[config.mk]
export PLATFORM = sky130hd
export DESIGN_NAME = lsr_seq
export DESIGN_NICKNAME = d
export VERILOG_FILES = /design/src/rtl/lsr_pkg.sv /design/src/rtl/lsr_sync.sv /design/src/rtl/lsr_level_pick.sv /design/src/rtl/lsr_hold_timer.sv /design/src/rtl/lsr_bus_guard.sv /design/src/rtl/lsr_seq.sv
export SDC_FILE = /design/constraint.sdc
export NUM_CORES = 1
export LEC_CHECK = 0
export BUFFER_PORTS_ARGS = -buffer_cell sky130_fd_sc_hd__buf_2
export CAP_MARGIN = 25
export CORE_MARGIN = 2
export CORE_UTILIZATION = 45
export DETAILED_ROUTE_END_ITERATION = 12
export PLACE_DENSITY = 0.7
export SYNTH_ARGS = -nofsm -noshare
export SYNTH_HDL_FRONTEND = slang
export SYNTH_SLANG_ARGS = --single-unit
export TNS_END_PERCENT = 20
[constraint.sdc]
create_clock -name clk -period 1.25 [get_ports clk]
set_input_delay 0.25 -clock clk [delete_from_list [all_inputs] [get_ports clk]]
set_output_delay 0.25 -clock clk [all_outputs]
set_load 0.03 [all_outputs]
[src/rtl/lsr_pkg.sv]
package lsr_pkg;
  localparam int LVL_N = 4;
  localparam int SEL_W = $clog2(LVL_N);
  typedef logic [LVL_N-1:0] lvl_vec_t;
  typedef logic [SEL_W-1:0] lvl_sel_t;
endpackage

[src/rtl/lsr_sync.sv]
module lsr_sync #(
  parameter int WIDTH  = 4,
  parameter int STAGES = 2,
  parameter logic RST_VAL = 1'b1
) (
  input  logic             clk,
  input  logic             rst,
  input  logic [WIDTH-1:0] d,
  output logic [WIDTH-1:0] q
);
  logic [WIDTH-1:0] stg [STAGES];

  always_ff @(posedge clk) begin
    if (rst) stg[0] <= {WIDTH{RST_VAL}};
    else     stg[0] <= d;
  end

  genvar i;
  generate
    for (i = 1; i < STAGES; i++) begin : g_stage
      always_ff @(posedge clk) begin
        if (rst) stg[i] <= {WIDTH{RST_VAL}};
        else     stg[i] <= stg[i-1];
      end
    end
  endgenerate

  assign q = stg[STAGES-1];
endmodule

[src/rtl/lsr_level_pick.sv]
module lsr_level_pick
  import lsr_pkg::*;
(
  input  lvl_vec_t flags_s,
  input  lvl_sel_t sel,
  output logic     fault
);
  always_comb begin
    fault = 1'b0;
    for (int k = 0; k < LVL_N; k++) begin
      if (sel == lvl_sel_t'(k)) fault = flags_s[k];
    end
  end
endmodule

[src/rtl/lsr_hold_timer.sv]
module lsr_hold_timer #(
  parameter int HOLD_TICKS = 100
) (
  input  logic clk,
  input  logic rst,
  input  logic fault,
  input  logic tick,
  output logic hold
);
  localparam int CNT_W = $clog2(HOLD_TICKS + 1);
  localparam logic [CNT_W-1:0] LAST = CNT_W'(HOLD_TICKS - 1);

  logic [CNT_W-1:0] cnt;

  always_ff @(posedge clk) begin
    if (rst || fault) begin
      cnt  <= '0;
      hold <= 1'b1;
    end else if (hold && tick) begin
      if (cnt == LAST) begin
        cnt  <= '0;
        hold <= 1'b0;
      end else begin
        cnt <= cnt + 1'b1;
      end
    end
  end

  // count never passes its terminal value
  p_cnt_range_r4: assert property (@(posedge clk) disable iff (rst)
    cnt < CNT_W'(HOLD_TICKS));
  // release only after the last tick of the count
  p_release_after_count_r5: assert property (@(posedge clk) disable iff (rst)
    $fell(hold) |-> ($past(cnt) == LAST && $past(tick)));
  // a fault restarts the hold
  p_fault_restart_r6: assert property (@(posedge clk) disable iff (rst)
    fault |=> (hold && cnt == '0));
endmodule

[src/rtl/lsr_bus_guard.sv]
module lsr_bus_guard (
  input  logic clk,
  input  logic rst,
  input  logic locked,
  input  logic start,
  input  logic done,
  output logic inflight
);
  always_ff @(posedge clk) begin
    if (rst)                   inflight <= 1'b0;
    else if (done)             inflight <= 1'b0;
    else if (start && !locked) inflight <= 1'b1;
  end

  // no new access accepted while locked
  p_no_new_when_locked_r10: assert property (@(posedge clk) disable iff (rst)
    (locked && !inflight) |=> !inflight);
  // an accepted access survives until done
  p_inflight_kept_r11: assert property (@(posedge clk) disable iff (rst)
    (inflight && !done) |=> inflight);
endmodule

[src/rtl/lsr_seq.sv]
module lsr_seq
  import lsr_pkg::*;
#(
  parameter int HOLD_TICKS  = 100,
  parameter int SYNC_STAGES = 2
) (
  input  logic             clk,
  input  logic             rst,
  input  logic             tick_1ms,
  input  logic [LVL_N-1:0] below_flags,
  input  logic [SEL_W-1:0] trip_sel,
  input  logic             ext_rst_req,
  input  logic             acc_start,
  input  logic             acc_done,
  output logic             rst_n_o,
  output logic             bus_lock,
  output logic             rel_pulse,
  output logic             acc_inflight
);
  lvl_vec_t flags_s;
  logic     fault;
  logic     hold;
  logic     want_rst;

  lsr_sync #(.WIDTH(LVL_N), .STAGES(SYNC_STAGES), .RST_VAL(1'b1)) u_sync (
    .clk(clk), .rst(rst), .d(below_flags), .q(flags_s));

  lsr_level_pick u_pick (.flags_s(flags_s), .sel(trip_sel), .fault(fault));

  lsr_hold_timer #(.HOLD_TICKS(HOLD_TICKS)) u_hold (
    .clk(clk), .rst(rst), .fault(fault), .tick(tick_1ms), .hold(hold));

  assign want_rst = hold | ext_rst_req;

  always_ff @(posedge clk) begin
    if (rst) begin
      rst_n_o   <= 1'b0;
      bus_lock  <= 1'b1;
      rel_pulse <= 1'b0;
    end else begin
      rst_n_o   <= ~want_rst;
      bus_lock  <= want_rst;
      rel_pulse <= ~rst_n_o & ~want_rst;
    end
  end

  lsr_bus_guard u_guard (
    .clk(clk), .rst(rst), .locked(bus_lock), .start(acc_start),
    .done(acc_done), .inflight(acc_inflight));

  // a seen fault reaches the pin through hold
  p_fault_to_pin_r3: assert property (@(posedge clk) disable iff (rst)
    fault |=> ##1 !rst_n_o);
  // external request asserts reset on the next edge
  p_ext_merge_r8: assert property (@(posedge clk) disable iff (rst)
    ext_rst_req |=> !rst_n_o);
  // release pulse only at a rising reset output
  p_pulse_on_rise_r9: assert property (@(posedge clk) disable iff (rst)
    rel_pulse |-> (rst_n_o && !$past(rst_n_o)));
  p_pulse_single_r9: assert property (@(posedge clk) disable iff (rst)
    rel_pulse |=> !rel_pulse);
  // lock mirrors reset
  p_lock_mirror_r10: assert property (@(posedge clk) disable iff (rst)
    bus_lock != rst_n_o);
endmodule

### After elaboration in Yosys (flattened, before gate mapping)

Memory sizes are Yosys's and may differ from the RTL's.
Index checks and enable logic that the tools add are counted.

| operators by class | value |
|---|---|
| muxes and demuxes | 10 |
| add/sub/neg operators | 1 |
| div/mod/pow operators | 0 |
| reductions and logical operators | 7 |
| $lt $le $gt $ge | 0 |
| shifts and indexed selects | 0 |
| eq/ne operators | 4 |
| multipliers | 0 |
| bitwise logic cells | 6 |

Operator list:

| kind | count |
|---|---|
| 4-bit 2-to-1 mux | 2 |
| 7-bit by 1-bit adder with 7-bit output (second input constant) | 1 |
| 7-bit equality test (second input constant) | 1 |
| 1-bit 2-to-1 mux | 7 |
| 7-bit 2-to-1 mux | 1 |
| 2-bit equality test (second input constant) | 2 |
| 1-bit OR | 3 |
| 2-bit by 1-bit equality test with 1-bit output (second input constant) | 1 |
| 1-bit logical AND | 2 |
| 2-bit zero test | 1 |
| 1-bit NOT | 2 |
| 2-bit AND reduction | 1 |
| 2-bit OR reduction | 1 |
| 1-bit bitwise AND | 1 |
| 1-bit zero test | 1 |
| 1-bit logical OR | 1 |

| word-level totals | value |
|---|---|
| memories | 1 |
| bits in latches | 0 |
| output and inout bits | 4 |
| word-level logic and storage cells | 35 |
| RAM bits | 8 |
| bits in registers | 12 |
| bits of input ports | 12 |
| ROM bits | 0 |

Memory list:

| name | depth | bits a word | read ports | clocked after memory_dff | wr ports | RTL line | text |
|---|---|---|---|---|---|---|---|
| u_sync.stg | 2 | 4 | 2 | 0 | 2 | lsr_sync.sv:11 | `logic [WIDTH-1:0] stg [STAGES];` |

### Depth between registers and ports, before layout

Gate-level depths: netlist of run 1.

| depth | value |
|---|---|
| word-level depth | 6 |
| depth in mapped cells | 4 |
| depth with buffers taken out | 4 |

### By module

A second synthesis of run 1 with hierarchy kept.

| second synthesis, totals | value |
|---|---|
| cell total of the unflattened synthesis | 71 |
| area total of the unflattened synthesis | 725.7 µm² |

Modules (own cells, without submodules):

| module | area an instance (µm²) | cells each | times used | seq. area each (µm²) |
|---|---|---|---|---|
| lsr_hold_timer | 370.4 | 44 | 1 | 160.2 |
| lsr_sync | 210.2 | 16 | 1 | 160.2 |
| lsr_seq | 77.6 | 6 | 1 | 60.1 |
| lsr_bus_guard | 45.0 | 4 | 1 | 20.0 |
| lsr_level_pick | 22.5 | 1 | 1 | 0.0 |

### Worst setup path after synthesis of run 1

Ideal clock, no wire load.

| timing | value |
|---|---|
| path kind | register -> register |
| start point | memory u_sync.stg[1][3] |
| end point | register u_hold.hold |
| cell stages (with the launch flop) | 5 |
| data arrival time | 1.200 ns |
| setup time | 0.132 ns |
| setup slack | -0.082 ns |
| buffers on the path | 1 |
| cells stage by stage | dfxtp_1 > mux4_2 > or2_1 > buf_6 > o21bai_1 |

RTL lines:

| element | RTL line | text |
|---|---|---|
| from (decl) | lsr_sync.sv:11 |  |
| to (signal assigned) | lsr_hold_timer.sv:18 | `hold <= 1'b1;` |
| to (signal assigned) | lsr_hold_timer.sv:22 | `hold <= 1'b0;` |
| to (decl) | lsr_hold_timer.sv:8 | `output logic hold` |

==> flow_summary.toml, run 1 <==
[run_status]
status = "finished with violations"
violations = "negative setup slack"

[timing]
max_slew.worst_pin.slew_ns = 0.251
finalCriticalPeriod_ns = 1.32
slew_headroom_pct = 83.2
final-hold-violation-count = 0
fin_skew_ns = 0.000782
finalCritPeriodShare_pct = 106
worst_slack_ns = -0.0737
fmax_mhz = 755
slew_violations = 0
rsz0062_at_grt = "yes"
finalSetupViolations = 7

[finish]
fin_nets = 110
finalInstanceArea_sq_um = 977
mostFrequentLayoutCell = "dfxtp_1"
diodes = 0
area_growth_pct = 28.2
final_cell_mix = "18 x dfxtp_1, 15 x buf_2, 9 x or2_2"
final_util_pct = 63.4
fillers = 130
drive_above_1_share_pct = 51.0
multi_input_area_sq_um = 352
layout.area.seq_sq_um = 403

[synth]
synthDistinctLibCells = 27
synthAdderAreaFrac_pct = 1.64
synthXorXnorAreaFrac_pct = 2.30
yosys.area_share.simple_pct = 25.0
synth-seq-cells = 20
syn_avg_cell_area_sq_um = 10.7
synth_top_family_by_area = "simple AND/OR/NAND/NOR gates"
syn-num-nets = 84
muxShareOfSynthArea_pct = 2.96
yosys_warnings = 0
seq_area_frac_synth_pct = 52.5
synth_compound_area_share_pct = 11.7
synth_area_sq_um = 762
syn_inst = 71

[detailed_routing]
drt_iter0_markers = 7
drc = 0
routedWlPerCell_um = 11.0
drtPass1Iterations = 4
vias = 580
drtAntennaViolNets = 0
viasPerCell = 5.18
totalWireLength_um = 1230

[floorplan]
die_h_um = 45.2
fp.dieArea_sq_um = 2040
fp.coreArea_sq_um = 1540
die-width_um = 45.2
rows = 14
initial_utilization_pct = 49.4
io_pins = 16

[power]
irDropWorstVdd_uv = 971
power.leakage_uw = 0.000414
p_per_area_nw_per_um2 = 1250

[cts]
clk_latency_ns = 0.29
htree_levels = 1
numClockSinks = 20
clk_path_buf_depth = 2
holdBufCountCts = 0
cts.clk_slew.worst_paths_ns = 0.11
cts_tree = "built"
numCtsBuffers = 3
cts_setup_buffers = 0
clockRootBuffer = "clkbuf_4"

[place]
gp_congestion = 0.830
placed_area_sq_um = 902
portBuffers = 15
hpwl_um = 919

[global_route]
grt_remaining_overflow = 0
grt_max_degree = 13
grt_pass1_vias = 530
track_usage_pct = 13.6
antenna_found_initial = 0
grt_pass1_wl_um = 2000

[setup_path]
endpoint_kind = "register"
cp.required_ns = 1.45
crit_path_max_fanout = 8
critPathKind = "reg2reg"
arrival_ns = 1.52
setup.worst_path.start_class = "register"
rrSetupSlack_ns = -0.07

[hold_path]
min_path_type = "in2reg"

[job]
max_cap_viol_count = 0
-- sequential cells by signal (all words and copies together), names as in the netlist --
name,cells
rst_n_o,1
u_guard.inflight,1
u_hold.hold,1
u_hold.cnt,7
rel_pulse,1
bus_lock,1
u_sync.stg,8
-- path summary, 6_finish.rpt --
kind | startpoint | end | cells past startpoint
setup / recovery | u_sync.stg[1][3]$_SDFF_PP1_ | u_hold.hold$_SDFFE_PP1P_ | 3
setup reg to reg | u_sync.stg[1][3]$_SDFF_PP1_ | u_hold.hold$_SDFFE_PP1P_ | 3
hold reg to reg | rst_n_o$_SDFF_PP0_ | rel_pulse$_SDFF_PP0_ | 1
hold / removal | acc_done | u_guard.inflight$_SDFFE_PP0P_ | 2
-- cell usage after synthesis --
master	number	area, sq um
a211oi_2	3	37.5
a21oi_1	2	10.0
a21oi_2	1	8.76
a222oi_1	1	10.0
and2_1	1	6.26
buf_6	1	11.3
clkbuf_1	1	3.75
dfxtp_1	20	400
ha_1	1	12.5
inv_1	4	15.0
mux4_2	1	22.5
nand2_1	3	11.3
nand3_1	3	15.0
nand4_1	2	12.5
nor2_1	1	3.75
nor2b_1	1	6.26
nor3_1	1	5.00
nor3_2	2	20.0
nor3b_2	1	12.5
o21ai_0	3	15.0
o21bai_1	1	7.51
or2_1	1	6.26
or2_2	9	56.3
or3_1	4	25.0
or4b_1	1	10.0
xnor2_1	1	8.76
xor2_1	1	8.76
-- logic make-up after synthesis --
group,after synthesis
adder cells (fa/ha/maj),1
buffers and inverters,6
XOR/XNOR,2
multiplexers,1
flip-flops,20
AND/OR/NAND/NOR,30
AO/OA/AOI/OAI,11
-- power by group --
group	switching, uW	internal [uW]	leakage [uW]
Sequential	3.11	650	0.000164
Clock	192	324	0.0000279
Combinational	19.2	30.0	0.000222
Total	214	1000	0.000414
-- timing repair --
item / in CTS / in global routing
resized for setup: 3 / 3
pin swaps: 1 / 5
endpoints found under the setup margin: 8 / 8
-- layout make-up --
class | instances | area share, %
sequential | 20 | 41.2
multi-input combinational | 45 | 36.0
timing repair buffer | 23 | 13.8
clock inverter | 1 | 3.07
clock buffer | 3 | 2.30
tap | 16 | 2.05
inverter | 4 | 1.54
-- per-stage QoR --
stage | worst slack [ns] | hold WS (ns) | power [uW] | cells | setup TNS (ns)
floorplan | -0.0825 | 0.329 | 693 | 71 | -0.425
global placement | -0.239 | 0.391 | 714 | 108 | -1.40
detailed placement | -0.253 | 0.392 | 715 | 108 | -1.55
CTS | -0.0962 | 0.0912 | 1230 | 112 | -0.462
global route | -0.149 | 0.104 | 1270 | 112 | -0.682
finish | -0.0737 | 0.102 | 1220 | 112 | -0.290
-- metal layers --
| metal | routed length, um | GRT usage (%) | vias to the layer above |
|---|---|---|---|
| met5 | 0 | 0 | - |
| met4 | 13 | 5.29 | 0 |
| met3 | 65 | 6.00 | 2 |
| met2 | 620 | 23.1 | 12 |
| met1 | 529 | 14.8 | 269 |
| li1 | - | - | 297 |
-- worst max-delay path, cell delays in order (launching register included) --
cell      delay (ns)
dfxtp_1         0.32
mux4_2          0.45
or2_4           0.30
o21bai_1        0.16
Note: power is estimated with default switching activity, not from simulation.
==> inputs of run 2 (changes only) <==
--- a/config.mk
+++ b/config.mk
@@ -8,9 +8,9 @@
 export BUFFER_PORTS_ARGS = -buffer_cell sky130_fd_sc_hd__buf_2
 export CAP_MARGIN = 25
 export CORE_MARGIN = 2
-export CORE_UTILIZATION = 45
+export CORE_UTILIZATION = 28
 export DETAILED_ROUTE_END_ITERATION = 12
-export PLACE_DENSITY = 0.7
+export MAX_ROUTING_LAYER = met4
 export SYNTH_ARGS = -nofsm -noshare
 export SYNTH_HDL_FRONTEND = slang
 export SYNTH_SLANG_ARGS = --single-unit
==> run 2 against run 1 <==
Net effect: the run still ends with negative setup slack left; worst hold slack improved by 0.019 ns; design area decreased by 1.5%; core utilization decreased by 25 points; first-iteration DRC count decreased by 29%; cell count increased by 11%; setup slack got worse by 0.012 ns; maximum frequency decreased by 0.89%; power decreased by 19%; non-clock buffer count decreased by 1; sequential share of layout area increased by 0.64 points; combinational power about the same; flip-flop and latch count unchanged.
==> flow_summary.toml, run 2 (synthesis results as in run 1) <==
[detailed_routing]
routed.top_layer = "met4"
drtAntennaViolNets = 0
viasPerCell = 4.52
route.layer.met1.wl_um = 590
met2_length_um = 624
vias = 561
drtPass1Iterations = 4
totalWireLength_um = 1280
drc = 0
drt_iter0_markers = 5
wl_met3_um = 50
routedWlPerCell_um = 10.3

[job]
max_cap_viol_count = 0

[finish]
finalInstanceArea_sq_um = 962
diodes = 0
largest_register = "u_sync.stg"
reg_top3 = "u_sync.stg: 8 flops, u_hold.cnt: 7 flops"
final_cell_mix = "18 x dfxtp_1, 15 x buf_2, 9 x or2_2"
mostFrequentLayoutCell = "dfxtp_1"
largest_reg_flops = 8
area_growth_pct = 26.3
final_util_pct = 38.1
fin_nets = 109
post_layout_nonfiller_instances = 124
drive_above_1_share_pct = 48.9

[floorplan]
initial_utilization_pct = 30.2
io_pins = 16
die_h_um = 56.2
fp.coreArea_sq_um = 2520
die-width_um = 56.2
fp.dieArea_sq_um = 3150
rows = 18

[power]
p_per_area_nw_per_um2 = 1020
irDropWorstVdd_uv = 621
power.leakage_uw = 0.000392

[run_status]
status = "finished with violations"
violations = "negative setup slack"

[timing]
finalCritPeriodShare_pct = 107
rsz0062_at_grt = "yes"
fin_skew_ns = 0.00503
slew_violations = 0
fmax_mhz = 749
max_slew.worst_pin.slew_ns = 0.293
finalSetupViolations = 7
worst_slack_ns = -0.0855
whs_ns = 0.121
final-hold-violation-count = 0
finalCriticalPeriod_ns = 1.34
slew_headroom_pct = 80.5

[setup_path]
critPathSlowestCell = "dfxtp_2"
cp.required_ns = 1.42
crit_start = "u_hold.cnt[0]$_SDFFE_PP0N_"
setup.worst_path.start_class = "register"
rr_worst_depth = 5
slowest_delay_ns = 0.37
worstPathCellList = "ha_4 > nand4_1 > buf_4 > a222oi_1 > a21oi_1"
critPathKind = "reg2reg"
rrSetupSlack_ns = -0.09
arrival_ns = 1.50
r2r_end = "u_hold.cnt[6]$_SDFFE_PP0N_"
critical_path.reg2reg.startpoint = "u_hold.cnt[0]$_SDFFE_PP0N_"
endpoint_kind = "register"
crit_path_max_fanout = 2

[global_route]
grt_pass1_vias = 576
grt_remaining_overflow = 0
grt_pass1_wl_um = 2280
track_usage_pct = 9.18
antenna_found_initial = 0
grt_max_degree = 12

[place]
portBuffers = 15
hpwl_um = 996
placed_area_sq_um = 912
dpl.cell_count = 121
pre_cts_ws_ns = -0.265
gp_congestion = 0.721

[cts]
numClockSinks = 20
clk_latency_ns = 0.28
cts.clk_slew.worst_paths_ns = 0.10
clk_path_buf_depth = 2
clockRootBuffer = "clkbuf_4"
cts_setup_buffers = 0
htree_levels = 1
cts_tree = "built"
numCtsBuffers = 3

[hold_path]
min-delay-start = "acc_done"
min_path_type = "in2reg"
hold_end = "u_guard.inflight$_SDFFE_PP0P_"
whs_path_depth = 2
-- run 2: cell types whose count changed in the layout (fill, tap and decap cells not counted) --
cell	delta
bufinv_16	-1
or3_4	-1
or3_1	+1
buf_4	-2
buf_6	+1
nor3b_4	+1
nor3b_2	-1
-- run 2: critical path: cells and delay by family, from the launching register on --
family,cells,cell delay (ns)
adders and majority gates,1,0.13
DFF,1,0.37
buffers and inverters,1,0.17
and+or+nand+nor,1,0.11
AOI/OAI and AO/OA,2,0.44
-- run 2: area by class of cell --
| cell class | instances | area, sq um |
|---|---|---|
| well taps | 30 | 37.5 |
| inverters | 4 | 15.0 |
| flip-flops and latches | 20 | 403 |
| clock buffers | 3 | 22.5 |
| repair buffers | 22 | 131 |
| multi-input cells | 45 | 353 |
| fillers | 267 | 1560 |
-- run 2: where the power goes --
group          switching [uW]  internal (uW)  total (uW)
Clock                     166            112         278
Sequential               3.43            650         653
Combinational            19.3           30.1        49.4
-- run 2: routing by layer --
| metal | up-vias | GRT usage [%] |
|---|---|---|
| li1 | 296 | - |
| met2 | 12 | 15.6 |
| met3 | 2 | 1.40 |
| met4 | 0 | 5.10 |
| met1 | 251 | 10.2 |
| met5 | - | - |
-- run 2: repair_timing --
action                     4_1_cts  5_1_grt
setup endpoints to repair        8        7
gates resized for setup          3        4
pin swaps                        2        3
cloned                           0        0
hold buffers                     0        0
-- run 2: how the worst max path moves through the flow --
| stage | depth (start not counted) | endpoint |
|---|---|---|
| after detailed placement | 4 | u_hold.hold$_SDFFE_PP1P_ |
| after global routing | 5 | u_hold.cnt[6]$_SDFFE_PP0N_ |
| final | 5 | u_hold.cnt[6]$_SDFFE_PP0N_ |
| after floorplan | 4 | u_hold.hold$_SDFFE_PP1P_ |
| after global placement | 4 | u_hold.hold$_SDFFE_PP1P_ |
| after CTS | 4 | u_hold.cnt[6]$_SDFFE_PP0N_ |
-- run 2: per-stage QoR --
| stage | setup TNS, ns | total power, uW |
|---|---|---|
| after floorplan | -0.425 | 693 |
| after global placement | -1.42 | 715 |
| after detailed placement | -1.57 | 716 |
| after CTS | -0.565 | 998 |
| after global routing | -0.755 | 1020 |
| final | -0.342 | 980 |
